--- config.mk ---
export PLATFORM = sky130hd
export DESIGN_NAME = sertx_dbuf
export DESIGN_NICKNAME = d
export VERILOG_FILES = /design/src/rtl/sertx_pkg.sv /design/src/rtl/sertx_stage.sv /design/src/rtl/sertx_framer.sv /design/src/rtl/sertx_shifter.sv /design/src/rtl/sertx_dbuf.sv
export SDC_FILE = /design/constraint.sdc
export NUM_CORES = 1
export LEC_CHECK = 0
export ABC_AREA = 1
export BUFFER_PORTS_ARGS = -buffer_cell sky130_fd_sc_hd__buf_4
export CAP_MARGIN = 20
export CELL_PAD_IN_SITES_DETAIL_PLACEMENT = 1
export CELL_PAD_IN_SITES_GLOBAL_PLACEMENT = 1
export CORE_MARGIN = 1
export CORE_UTILIZATION = 44
export CTS_CLUSTER_DIAMETER = 150
export CTS_CLUSTER_SIZE = 14
export DETAILED_ROUTE_END_ITERATION = 16
export PLACE_DENSITY_LB_ADDON = 0.1
export SLEW_MARGIN = 30
export SYNTH_ARGS = -nofsm -noshare
export SYNTH_HDL_FRONTEND = slang
export SYNTH_SLANG_ARGS = --single-unit
--- constraint.sdc ---
create_clock -name clk -period 3.4 [get_ports clk]
set_input_delay 0.34 -clock clk [delete_from_list [all_inputs] [get_ports clk]]
set_output_delay 0.34 -clock clk [all_outputs]
set_load 0.05 [all_outputs]
--- src/rtl/sertx_pkg.sv ---
package sertx_pkg;
  localparam int unsigned DATA_W  = 8;
  localparam int unsigned FRAME_W = DATA_W + 3;
  localparam int unsigned CNT_W   = $clog2(FRAME_W + 1);

  typedef enum logic [1:0] {
    FMT_ASYNC     = 2'b00,
    FMT_ADDR      = 2'b01,
    FMT_SYNC      = 2'b10,
    FMT_ASYNC_ALT = 2'b11
  } fmt_e;
endpackage

--- src/rtl/sertx_stage.sv ---
module sertx_stage #(
  parameter int unsigned W = 8
) (
  input  logic         clk,
  input  logic         rst_n,
  input  logic         wr_en,
  input  logic [W-1:0] wr_data,
  input  logic         take,
  output logic [W-1:0] data,
  output logic         full
);
  logic [W-1:0] data_n;
  logic         full_n;

  always_comb begin
    data_n = data;
    full_n = full;
    if (take)  full_n = 1'b0;
    if (wr_en) begin
      full_n = 1'b1;
      data_n = wr_data;
    end
  end

  always_ff @(posedge clk or negedge rst_n) begin
    if (!rst_n) begin
      full <= 1'b0;
      data <= '0;
    end else begin
      full <= full_n;
      if (wr_en) data <= data_n;
    end
  end
endmodule

--- src/rtl/sertx_framer.sv ---
module sertx_framer
  import sertx_pkg::*;
#(
  parameter int unsigned W  = DATA_W,
  parameter int unsigned FW = W + 3,
  parameter int unsigned CW = $clog2(FW + 1)
) (
  input  logic [W-1:0]  data,
  input  logic [1:0]    mode,
  input  logic          addr_bit,
  output logic [FW-1:0] frame,
  output logic [CW-1:0] nbits
);
  always_comb begin
    frame = '1;
    unique case (fmt_e'(mode))
      FMT_ADDR: begin
        frame[0]     = 1'b0;
        frame[W:1]   = data;
        frame[W+1]   = addr_bit;
        nbits        = CW'(W + 3);
      end
      FMT_SYNC: begin
        frame[W-1:0] = data;
        nbits        = CW'(W);
      end
      default: begin
        frame[0]     = 1'b0;
        frame[W:1]   = data;
        nbits        = CW'(W + 2);
      end
    endcase
  end
endmodule

--- src/rtl/sertx_shifter.sv ---
module sertx_shifter #(
  parameter int unsigned FW = 11,
  parameter int unsigned CW = $clog2(FW + 1)
) (
  input  logic          clk,
  input  logic          rst_n,
  input  logic          tick,
  input  logic          avail,
  input  logic [FW-1:0] frame,
  input  logic [CW-1:0] nbits,
  output logic          take,
  output logic          txd
);
  logic          busy, busy_n;
  logic [FW-1:0] sh, sh_n;
  logic [CW-1:0] left, left_n;
  logic          txd_n;
  logic          more;

  assign more = busy && (left != '0);
  assign take = tick && avail && !more;

  always_comb begin
    busy_n = busy;
    sh_n   = sh;
    left_n = left;
    txd_n  = txd;
    if (tick) begin
      if (more) begin
        txd_n  = sh[0];
        sh_n   = {1'b1, sh[FW-1:1]};
        left_n = left - 1'b1;
      end else if (avail) begin
        txd_n  = frame[0];
        sh_n   = {1'b1, frame[FW-1:1]};
        left_n = nbits - 1'b1;
        busy_n = 1'b1;
      end else begin
        txd_n  = 1'b1;
        busy_n = 1'b0;
      end
    end
  end

  always_ff @(posedge clk or negedge rst_n) begin
    if (!rst_n) begin
      busy <= 1'b0;
      sh   <= '1;
      left <= '0;
      txd  <= 1'b1;
    end else if (tick) begin
      busy <= busy_n;
      sh   <= sh_n;
      left <= left_n;
      txd  <= txd_n;
    end
  end
endmodule

--- src/rtl/sertx_dbuf.sv ---
module sertx_dbuf
  import sertx_pkg::*;
(
  input  logic              clk,
  input  logic              rst_n,
  input  logic              wr_en,
  input  logic [DATA_W-1:0] wr_data,
  input  logic [1:0]        mode,
  input  logic              addr_bit,
  input  logic              irq_en,
  input  logic              tick,
  output logic              txd,
  output logic              empty,
  output logic              irq
);
  logic [DATA_W-1:0]  st_data;
  logic               st_full;
  logic               take;
  logic [FRAME_W-1:0] frame;
  logic [CNT_W-1:0]   nbits;

  sertx_stage #(.W(DATA_W)) i_stage (
    .clk(clk), .rst_n(rst_n), .wr_en(wr_en), .wr_data(wr_data),
    .take(take), .data(st_data), .full(st_full)
  );

  sertx_framer #(.W(DATA_W), .FW(FRAME_W), .CW(CNT_W)) i_framer (
    .data(st_data), .mode(mode), .addr_bit(addr_bit),
    .frame(frame), .nbits(nbits)
  );

  sertx_shifter #(.FW(FRAME_W), .CW(CNT_W)) i_shifter (
    .clk(clk), .rst_n(rst_n), .tick(tick), .avail(st_full),
    .frame(frame), .nbits(nbits), .take(take), .txd(txd)
  );

  assign empty = !st_full;
  assign irq   = empty && irq_en;
endmodule

==> impl_metrics.py, run 1 <==
metrics = {
    "clock_tree": {
        "ctsRootBufferMaster": "clkbuf_4",
        "clk_pin_slew_worst_paths_ps": 140,
        "cts.sinks": 24,
        "post_cts_resized": 0,
        "clkLatencyLatePin_ps": 320,
        "tritoncts": "done",
        "htree_levels": 1,
        "cts_made_buffers": 3,
        "clockBufferDepth": 2,
    },
    "power_and_ir_drop": {
        "p_leak_nw": 0.713,
        "finalPower_mw": 1.06,
        "vdd_ir_drop_max_uv": 479,
        "power.density_nw_per_um2": 727,
    },
    "finish": {
        "fillers": 362,
        "syn_to_final_growth_pct": 12.3,
        "final_nets": 193,
        "n_antenna_cell": 0,
        "post-route-util_pct": 52.3,
        "fin_area_um2": 1450,
        "drive_gt1_share_pct": 29.7,
    },
    "synth": {
        "yosysWarningCount": 0,
        "ys.flop_type": "dfrtp_1",
        "avgSynthCellArea_um2": 8.25,
        "synth_top_area_share_pct": 27.1,
        "syn_nets": 174,
        "yosysSeqAreaShare_pct": 47.3,
        "synthTopCellsByCount": "41 x nand2_1, 24 x inv_1, 24 x o21ai_0",
        "synth_edf_count": 0,
        "synth_cell_types": 23,
        "async_flop_share_pct": 100,
        "yosys.area.top_type": "dfrtp_1",
        "ys_ff_latch": 24,
        "syn_area_um2": 1290,
        "syn_inst": 157,
        "synth_area_leaders": "dfrtp_1 27%, dfstp_2 20%, nand2_1 12%",
        "synth.most_common_cell": "nand2_1",
    },
    "critical_path": {
        "cp_max_fo": 21,
        "cp_cell_sequence": "nor2_2 -> nand2_2 -> nand2_4 -> nand2_1 -> nand2_1 -> inv_1 -> ha_1 -> xnor2_1 -> nand2_2 -> nand2_1",
        "start_kind": "flip-flop",
        "path_common_cell": "nand2_1",
        "cp-end-kind": "flip-flop",
        "required_ps": 3660,
        "critPathKind": "reg -> reg",
        "crit_family": "simple AND/OR/NAND/NOR gates",
        "cp_data_arrival_time_ps": 1950,
        "slowest_stage": "dfrtp_1",
        "path_buf_inv": 1,
        "slowest_delay_ps": 430,
    },
    "status": {
        "status": "finished, final reports clean",
    },
    "job": {
        "drv_cap": 0,
    },
    "placed_design": {
        "gp_congestion": 0.738,
        "dp_hpwl_um": 2020,
        "io_buffers": 18,
        "placed_area_um2": 1420,
    },
    "die": {
        "start_util_pct": 46.6,
        "pin_count": 19,
        "dieArea_um2": 3160,
        "core_area_um2": 2780,
        "fp-row-count": 19,
        "die_x_um": 56.3,
        "die_h_um": 56.3,
    },
    "global_route": {
        "grt_max_degree": 25,
        "grt_pass1_vias": 1084,
        "grt_pass1_wl_um": 4770,
        "grt_usage_pct": 19.3,
        "antenna_found_initial": 0,
        "gr-total-overflow": 0,
    },
    "routing": {
        "drtPass1Iterations": 4,
        "drtIter0Drc": 33,
        "vias": 1030,
        "wl_per_cell_um": 12.8,
        "drtAntennaViolNets": 0,
        "viasPerCell": 5.00,
        "route.detailed.drc": 0,
        "wirelength_um": 2650,
    },
    "timing": {
        "worstMarginPinSlew_ps": 315,
        "setup_tns_ps": 0,
        "hold_viol": 0,
        "max_slew_margin_pct": 79.0,
        "period_minus_slack_ps": 1680,
        "min_period_over_period_pct": 49.5,
        "max_freq_mhz": 594,
        "rsz0062_at_grt": "false",
        "setup_violations": 0,
        "finalMaxSlewViolations": 0,
        "worst_clock_skew_ps": 11.5,
    },
    "worst_hold_path": {
        "worstHoldPathType": "in -> reg",
    },
}
[cell usage in the layout, fill, tap and decap left out]
master          n
nand2_1        41
inv_1          24
o21ai_0        24
buf_4          18
dfrtp_1        14
dfstp_2        10
o21ai_2         8
nand2_2         6
nor2_1          5
nand3_1         4
o21ai_1         4
nor2_2          3
clkbuf_4        3
nand2_4         2
xnor2_1         1
inv_6           1
nor3_1          1
a22oi_1         1
a21oi_2         1
o21bai_1        1
ha_1            1
clkbuf_1        1
dlygate4sd3_1   1
[worst reg2reg max path: stages (launching register included)]
cell	delay, ps
dfrtp_1	430
nor2_2	120
nand2_2	90
nand2_4	190
nand2_1	90
nand2_1	120
inv_1	60
ha_1	210
xnor2_1	190
nand2_2	60
nand2_1	60
[where the power goes]
| part | leakage, nW | total, mW | switching (mW) | internal, mW |
|---|---|---|---|---|
| Clock | 0.0150 | 0.134 | 0.0883 | 0.0459 |
| Sequential | 0.271 | 0.461 | 0.0562 | 0.404 |
| Combinational | 0.427 | 0.462 | 0.300 | 0.161 |
| Total | 0.713 | 1.06 | 0.445 | 0.612 |
[registers in the layout, indices dropped and copies added (netlist names)]
| register | flops |
|---|---|
| i_shifter.busy | 1 |
| i_shifter.left | 4 |
| i_shifter.sh | 9 |
| i_stage.data | 8 |
| i_shifter.txd | 1 |
| i_stage.full | 1 |
[cell type report]
type                            instances  area (um2)  share of cell area [%]
Sequential cell                        24         613                    42.2
Multi-Input combinational cell        103         532                    36.6
Timing Repair Buffer                   19         145                    9.98
Inverter                               25        98.8                    6.80
Tap cell                               31        38.8                    2.67
Clock buffer                            4        26.3                    1.81
[per-stage QoR]
stage / setup WS [ps] / std cells / hold WS (ps)
global route: 1580 / 206 / 200
finish: 1720 / 206 / 194
global placement: 1890 / 201 / 258
floorplan: 1950 / 157 / 44.4
CTS: 1690 / 206 / 188
detailed placement: 1730 / 201 / 261
[path summary, 6_finish.rpt]
check,from,to,slack (ps),depth (start not counted)
worst max register to register,i_shifter.left[1],i_shifter.left[2],1720,10
worst min register to register,i_shifter.txd,i_shifter.txd,480,2
min in group asynchronous,rst_n,i_shifter.left[3],440,2
worst max-delay path,i_shifter.left[1],i_shifter.left[2],1720,10
worst min-delay path,tick,i_shifter.txd,190,2
max in group asynchronous,rst_n,i_shifter.sh[3],2650,2
[kinds of logic after synthesis]
| family | share of synthesized area, % |
|---|---|
| compound gates | 18.1 |
| xor+xnor | 0.676 |
| buf+inv | 11.6 |
| fa+ha+maj | 0.966 |
| flops | 47.3 |
| simple gates | 21.4 |
[routing by layer]
| layer | track usage, % | wire length, um |
|---|---|---|
| met1 | 24.5 | 1250 |
| met2 | 32.8 | 1300 |
| met3 | 2.30 | 54 |
| met4 | 9.06 | 38 |
| met5 | 0 | 0 |
[timing repair]
item                                   in CTS  in global routing
buffers inserted                            0                  0
endpoints found under the hold margin      14                  0
hold buffers                                1                  0
Power figures use the tool's default switching activity.
==> run 2, diff against run 1 <==
Settings changed: CORE_UTILIZATION 44 to 37.
Clock period 3.4 ns to 1.4 ns, I/O delays scaled along.
==> run 2 against run 1 <==
The run now ends with negative setup slack left; register-to-register slack got worse by 1700 ps; total power rose to 2.9 times the previous value; cell count up 13%; global-route usage shrank 1.1 points; clock power grew 130%; count of clock-buffer cells in the layout fell by 1; die area rose by 18%; setup slack worse by 1700 ps; maximum frequency is 20% higher.
==> impl_metrics.py, run 2 (synthesis gave the netlist of run 1 again) <==
metrics = {
    "power_and_ir_drop": {
        "power_switching_mw": 1.25,
        "vdd_ir_drop_max_uv": 857,
        "switching_share_pct": 40.1,
        "seqPwrFrac_pct": 35.8,
        "comb_power_share_pct": 54.5,
        "p_leak_nw": 0.781,
        "power.density_nw_per_um2": 1920,
        "pwr-share-clk_pct": 9.7,
        "p_int_mw": 1.86,
    },
    "timing": {
        "worstMarginPinSlew_ps": 315,
        "max_freq_mhz": 711,
        "setup_tns_ps": -5.64,
        "hold_viol": 0,
        "min_period_over_period_pct": 100,
        "max_slew_margin_pct": 79.0,
        "worst_clock_skew_ps": 7.22,
        "setup_violations": 1,
        "rsz0062_at_grt": "true",
        "hold_ws_ps": 15.0,
        "finalMaxSlewViolations": 0,
        "fin_ws_ps": -5.64,
        "period_minus_slack_ps": 1410,
    },
    "finish": {
        "largest_register_ffs": 9,
        "post-route-util_pct": 48.6,
        "layout_common_cells": "37 x nand2_1, 29 x buf_4, 23 x o21ai_0, 22 x inv_1, 13 x dfrtp_1",
        "final_nets": 205,
        "reg_top3": "i_shifter.sh x9, i_stage.data x8, i_shifter.left x4",
        "syn_to_final_growth_pct": 25.2,
        "mostFrequentLayoutCell": "nand2_1",
        "drive_gt1_share_pct": 39.8,
        "n_antenna_cell": 0,
        "layout.cells.non_filler": 232,
        "regMostFlops": "i_shifter.sh",
    },
    "status": {
        "failed_checks": "negative setup slack",
        "status": "finished with violations",
    },
    "clock_tree": {
        "clk_pin_slew_worst_paths_ps": 120,
        "cts_made_buffers": 3,
        "cts.sinks": 24,
        "ctsRootBufferMaster": "clkbuf_4",
        "clockBufferDepth": 2,
        "clkLatencyLatePin_ps": 310,
        "tritoncts": "done",
        "htree_levels": 1,
    },
    "worst_hold_path": {
        "worstHoldPathType": "in -> reg",
    },
    "critical_path": {
        "slowest_stage": "dfrtp_1",
        "critPathKind": "reg -> reg",
        "cp_data_arrival_time_ps": 1620,
        "path_buf_inv": 1,
        "required_ps": 1610,
        "slowest_delay_ps": 420,
        "cp_max_fo": 3,
        "path_common_cell": "nand2_2",
        "crit_family": "simple AND/OR/NAND/NOR gates",
        "start_kind": "flip-flop",
        "cp-end-kind": "flip-flop",
        "cp_cell_sequence": "nor2_2 -> nand2_2 -> nand2_4 -> nand2_2 -> nand2_2 -> inv_2 -> ha_4 -> xnor2_4 -> nand2_2 -> nand2_1",
    },
    "job": {
        "drv_cap": 0,
    },
    "placed_design": {
        "dp_hpwl_um": 1980,
        "io_buffers": 18,
        "gp_congestion": 0.746,
        "placed_cells": 217,
    },
    "die": {
        "core_area_um2": 3340,
        "die_x_um": 61.2,
        "pin_count": 19,
        "die_h_um": 61.2,
        "fp-row-count": 21,
        "dieArea_um2": 3740,
        "start_util_pct": 38.8,
    },
    "global_route": {
        "gr-total-overflow": 0,
        "grt_pass1_vias": 1101,
        "grt_max_degree": 25,
        "grt_usage_pct": 18.2,
        "grt_pass1_wl_um": 4950,
        "antenna_found_initial": 0,
    },
    "routing": {
        "vias": 1087,
        "wirelength_um": 2950,
        "drtAntennaViolNets": 0,
        "viasPerCell": 4.69,
        "drtPass1Iterations": 4,
        "wl_per_cell_um": 12.7,
        "drtIter0Drc": 29,
        "route.detailed.drc": 0,
    },
}
## run 2: power groups by stage
stage	Combinational [mW]	Clock (mW)	Sequential, mW
floorplan	0.903	0	1.15
global route	1.86	0.344	1.14
finish	1.70	0.302	1.11
global placement	1.20	0	1.12
detailed placement	1.24	0	1.13
CTS	1.47	0.316	1.11
## run 2: area by class of cell
type	instances	area [um2]
flip-flops and latches	24	614
inverters	25	101
well taps	46	57.6
clock buffers	3	22.5
fillers	413	1720
repair buffers	31	248
multi-input cells	103	578
## run 2: metrics by stage
step                      cell area (um2)  setup slack [ps]  power [mW]
after detailed placement             1460             -83.8        2.37
after floorplan                      1300             -18.8        2.06
after CTS                            1560              2.08        2.90
after global placement               1460              44.5        2.31
after global routing                 1620             -70.8        3.35
final                                1620             -5.64        3.11
## run 2: final timing paths
kind / startpoint / to / slack, ps / cells after the start
worst min register to register: i_shifter.txd / i_shifter.txd / 470 / 2
min in group asynchronous: rst_n / i_stage.data[5] / 260 / 2
worst max register to register: i_shifter.left[0] / i_shifter.left[2] / -6 / 10
max in group asynchronous: rst_n / i_shifter.sh[8] / 850 / 2
worst max-delay path: i_shifter.left[0] / i_shifter.left[2] / -6 / 10
worst min-delay path: tick / i_shifter.txd / 10 / 2
## run 2: timing repair
action / CTS / global route
setup buffers: 6 / 5
hold buffers: 1 / 0
endpoints found under the hold margin: 24 / 0
gates resized for setup: 7 / 5
pin swaps: 6 / 5
setup endpoints to repair: 3 / 12
## run 2: metal layers
layer  track usage (%)  wire (um)
met1              24.3       1370
met4              4.87         24
met3              1.89         58
met2              31.4       1500
met5                 0          0
==> run 3, diff against run 2 <==
Settings changed: REMOVE_ABC_BUFFERS set to 1.
==> run 3 against run 2 <==
The flow still finishes with violations (negative setup slack); wire length increased by 5.1%; final area rose by 3.3%; via count is 1.9% higher; critical path depth unchanged; count of clock-buffer cells in the layout is the same; flip-flop and latch count stayed put; critical endpoint unchanged; largest cell class unchanged.
==> impl_metrics.py, run 3 (synthesis gave the netlist of run 1 again) <==
metrics = {
    "placed_design": {
        "dp_hpwl_um": 2040,
        "io_buffers": 18,
        "gp_congestion": 0.812,
        "dp_slack_ps": -33.3,
        "placed_cells": 219,
        "placed_area_um2": 1460,
    },
    "critical_path": {
        "cp_num_cells": 10,
        "path_common_cell": "nand2_2",
        "slowest_delay_ps": 420,
        "start_kind": "flip-flop",
        "path_buf_inv": 1,
        "required_ps": 1630,
        "cp_max_fo": 4,
        "critPathKind": "reg -> reg",
        "slowest_stage": "dfrtp_1",
        "crit_family": "simple AND/OR/NAND/NOR gates",
        "cp_data_arrival_time_ps": 1660,
        "cp-end-kind": "flip-flop",
        "cp_cell_sequence": "nor2_2 -> nand2_2 -> nand2_4 -> nand2_2 -> nand2_2 -> inv_2 -> ha_4 -> xnor2_4 -> nand2_2 -> nand2_2",
        "reg2reg_depth": 10,
    },
    "global_route": {
        "antenna_found_initial": 0,
        "grt_pass1_wl_um": 5020,
        "gr-total-overflow": 0,
        "grt_usage_pct": 18.7,
        "grt_pass1_vias": 1136,
        "grt_max_degree": 25,
    },
    "timing": {
        "rsz0062_at_grt": "true",
        "period_minus_slack_ps": 1430,
        "max_freq_mhz": 697,
        "fin_ws_ps": -33.7,
        "hold_ws_ps": 6.45,
        "finalMaxSlewViolations": 0,
        "hold_viol": 0,
        "worstMarginPinSlew_ps": 329,
        "setup_violations": 2,
        "setup_tns_ps": -45.3,
        "min_period_over_period_pct": 102,
        "max_slew_margin_pct": 78.1,
        "worst_clock_skew_ps": 8.69,
    },
    "finish": {
        "largest_register_ffs": 9,
        "drive_gt1_share_pct": 41.5,
        "multi_input_area_um2": 597,
        "regMostFlops": "i_shifter.sh",
        "layout.cells.non_filler": 234,
        "syn_to_final_growth_pct": 29.4,
        "layout_common_cells": "35 x nand2_1, 28 x buf_4, 24 x o21ai_0, 21 x inv_1, 13 x dfrtp_1",
        "final_nets": 206,
        "n_antenna_cell": 0,
        "seqCellArea_um2": 614,
        "mostFrequentLayoutCell": "nand2_1",
        "fin_area_um2": 1680,
        "reg_top3": "i_shifter.sh x9, i_stage.data x8, i_shifter.left x4",
        "fillers": 421,
    },
    "clock_tree": {
        "htree_levels": 1,
        "tritoncts": "done",
        "clockBufferDepth": 2,
        "clk_pin_slew_worst_paths_ps": 140,
        "clkLatencyLatePin_ps": 330,
        "ctsRootBufferMaster": "clkbuf_4",
        "cts_made_buffers": 3,
        "cts.sinks": 24,
    },
    "die": {
        "core_area_um2": 3340,
        "pin_count": 19,
        "dieArea_um2": 3740,
        "die_x_um": 61.2,
        "start_util_pct": 38.8,
        "die_h_um": 61.2,
        "fp-row-count": 21,
    },
    "routing": {
        "wl_per_cell_um": 13.2,
        "drtIter0Drc": 20,
        "viasPerCell": 4.74,
        "wirelength_um": 3100,
        "drtPass1Iterations": 4,
        "drtAntennaViolNets": 0,
        "route.detailed.drc": 0,
        "vias": 1108,
    },
    "power_and_ir_drop": {
        "p_leak_nw": 0.802,
        "power.density_nw_per_um2": 1940,
        "power_switching_mw": 1.29,
        "seqPwrFrac_pct": 34.3,
        "vdd_ir_drop_max_uv": 1000,
        "pwr-share-clk_pct": 15.8,
        "comb_power_share_pct": 49.9,
        "p_int_mw": 1.97,
        "switching_share_pct": 39.5,
    },
    "worst_hold_path": {
        "whs_path_depth": 3,
        "worstHoldPathType": "in -> reg",
    },
    "job": {
        "drv_cap": 0,
    },
    "status": {
        "failed_checks": "negative setup slack",
        "status": "finished with violations",
    },
}
-- run 3: power by group through the flow --
stage	Clock (mW)	Sequential, mW	Combinational [mW]
floorplan	0	1.15	0.809
global placement	0	1.12	1.16
detailed placement	0	1.13	1.20
CTS	0.533	1.11	1.33
global route	0.549	1.14	1.79
finish	0.513	1.12	1.62
-- run 3: tightest hold or removal path, delay by kind of cell --
family / cells / cell delay [ps]
buffers and inverters: 1 / 80
AO/OA/AOI/OAI: 1 / 50
AND/OR/NAND/NOR: 1 / 40
-- run 3: final timing paths --
path | from | end | slack [ps]
max | i_shifter.left[3] | i_shifter.left[2] | -30
min | wr_data[7] | i_stage.data[7] | 6
max reg2reg | i_shifter.left[3] | i_shifter.left[2] | -30
min reg2reg | i_shifter.txd | i_shifter.txd | 480
max in group asynchronous | rst_n | i_shifter.sh[6] | 860
min in group asynchronous | rst_n | i_stage.data[5] | 230
-- run 3: timing repair --
| action | CTS | global route |
|---|---|---|
| endpoints found under the hold margin | 25 | 0 |
| setup endpoints to repair | 2 | 11 |
| pin swaps | 4 | 6 |
| resized for setup | 2 | 17 |
| setup buffers | 4 | 4 |
| hold buffers | 2 | 0 |
| gates cloned | 0 | 2 |
-- run 3: stage by stage --
step           util [%]  total power [mW]
2_1_floorplan         -              1.96
3_3_place_gp       43.7              2.28
3_5_place_dp       43.7              2.34
4_1_cts            46.9              2.97
5_1_grt            50.2              3.48
6_report           50.2              3.25
-- run 3: area by class of cell --
| class | count | area share [%] |
|---|---|---|
| Multi-Input combinational cell | 103 | 35.6 |
| Clock inverter | 1 | 1.79 |
| Sequential cell | 24 | 36.7 |
| Clock buffer | 3 | 1.34 |
| Timing Repair Buffer | 30 | 13.7 |
| Tap cell | 46 | 3.44 |
| Inverter | 25 | 6.35 |
| Timing Repair inverter | 2 | 1.05 |
-- run 3: routing by layer --
metal | global-route usage [%] | wire length [um]
met5 | 0 | 0
met1 | 21.5 | 1400
met2 | 34.5 | 1590
met3 | 2.52 | 85
met4 | 8.12 | 29
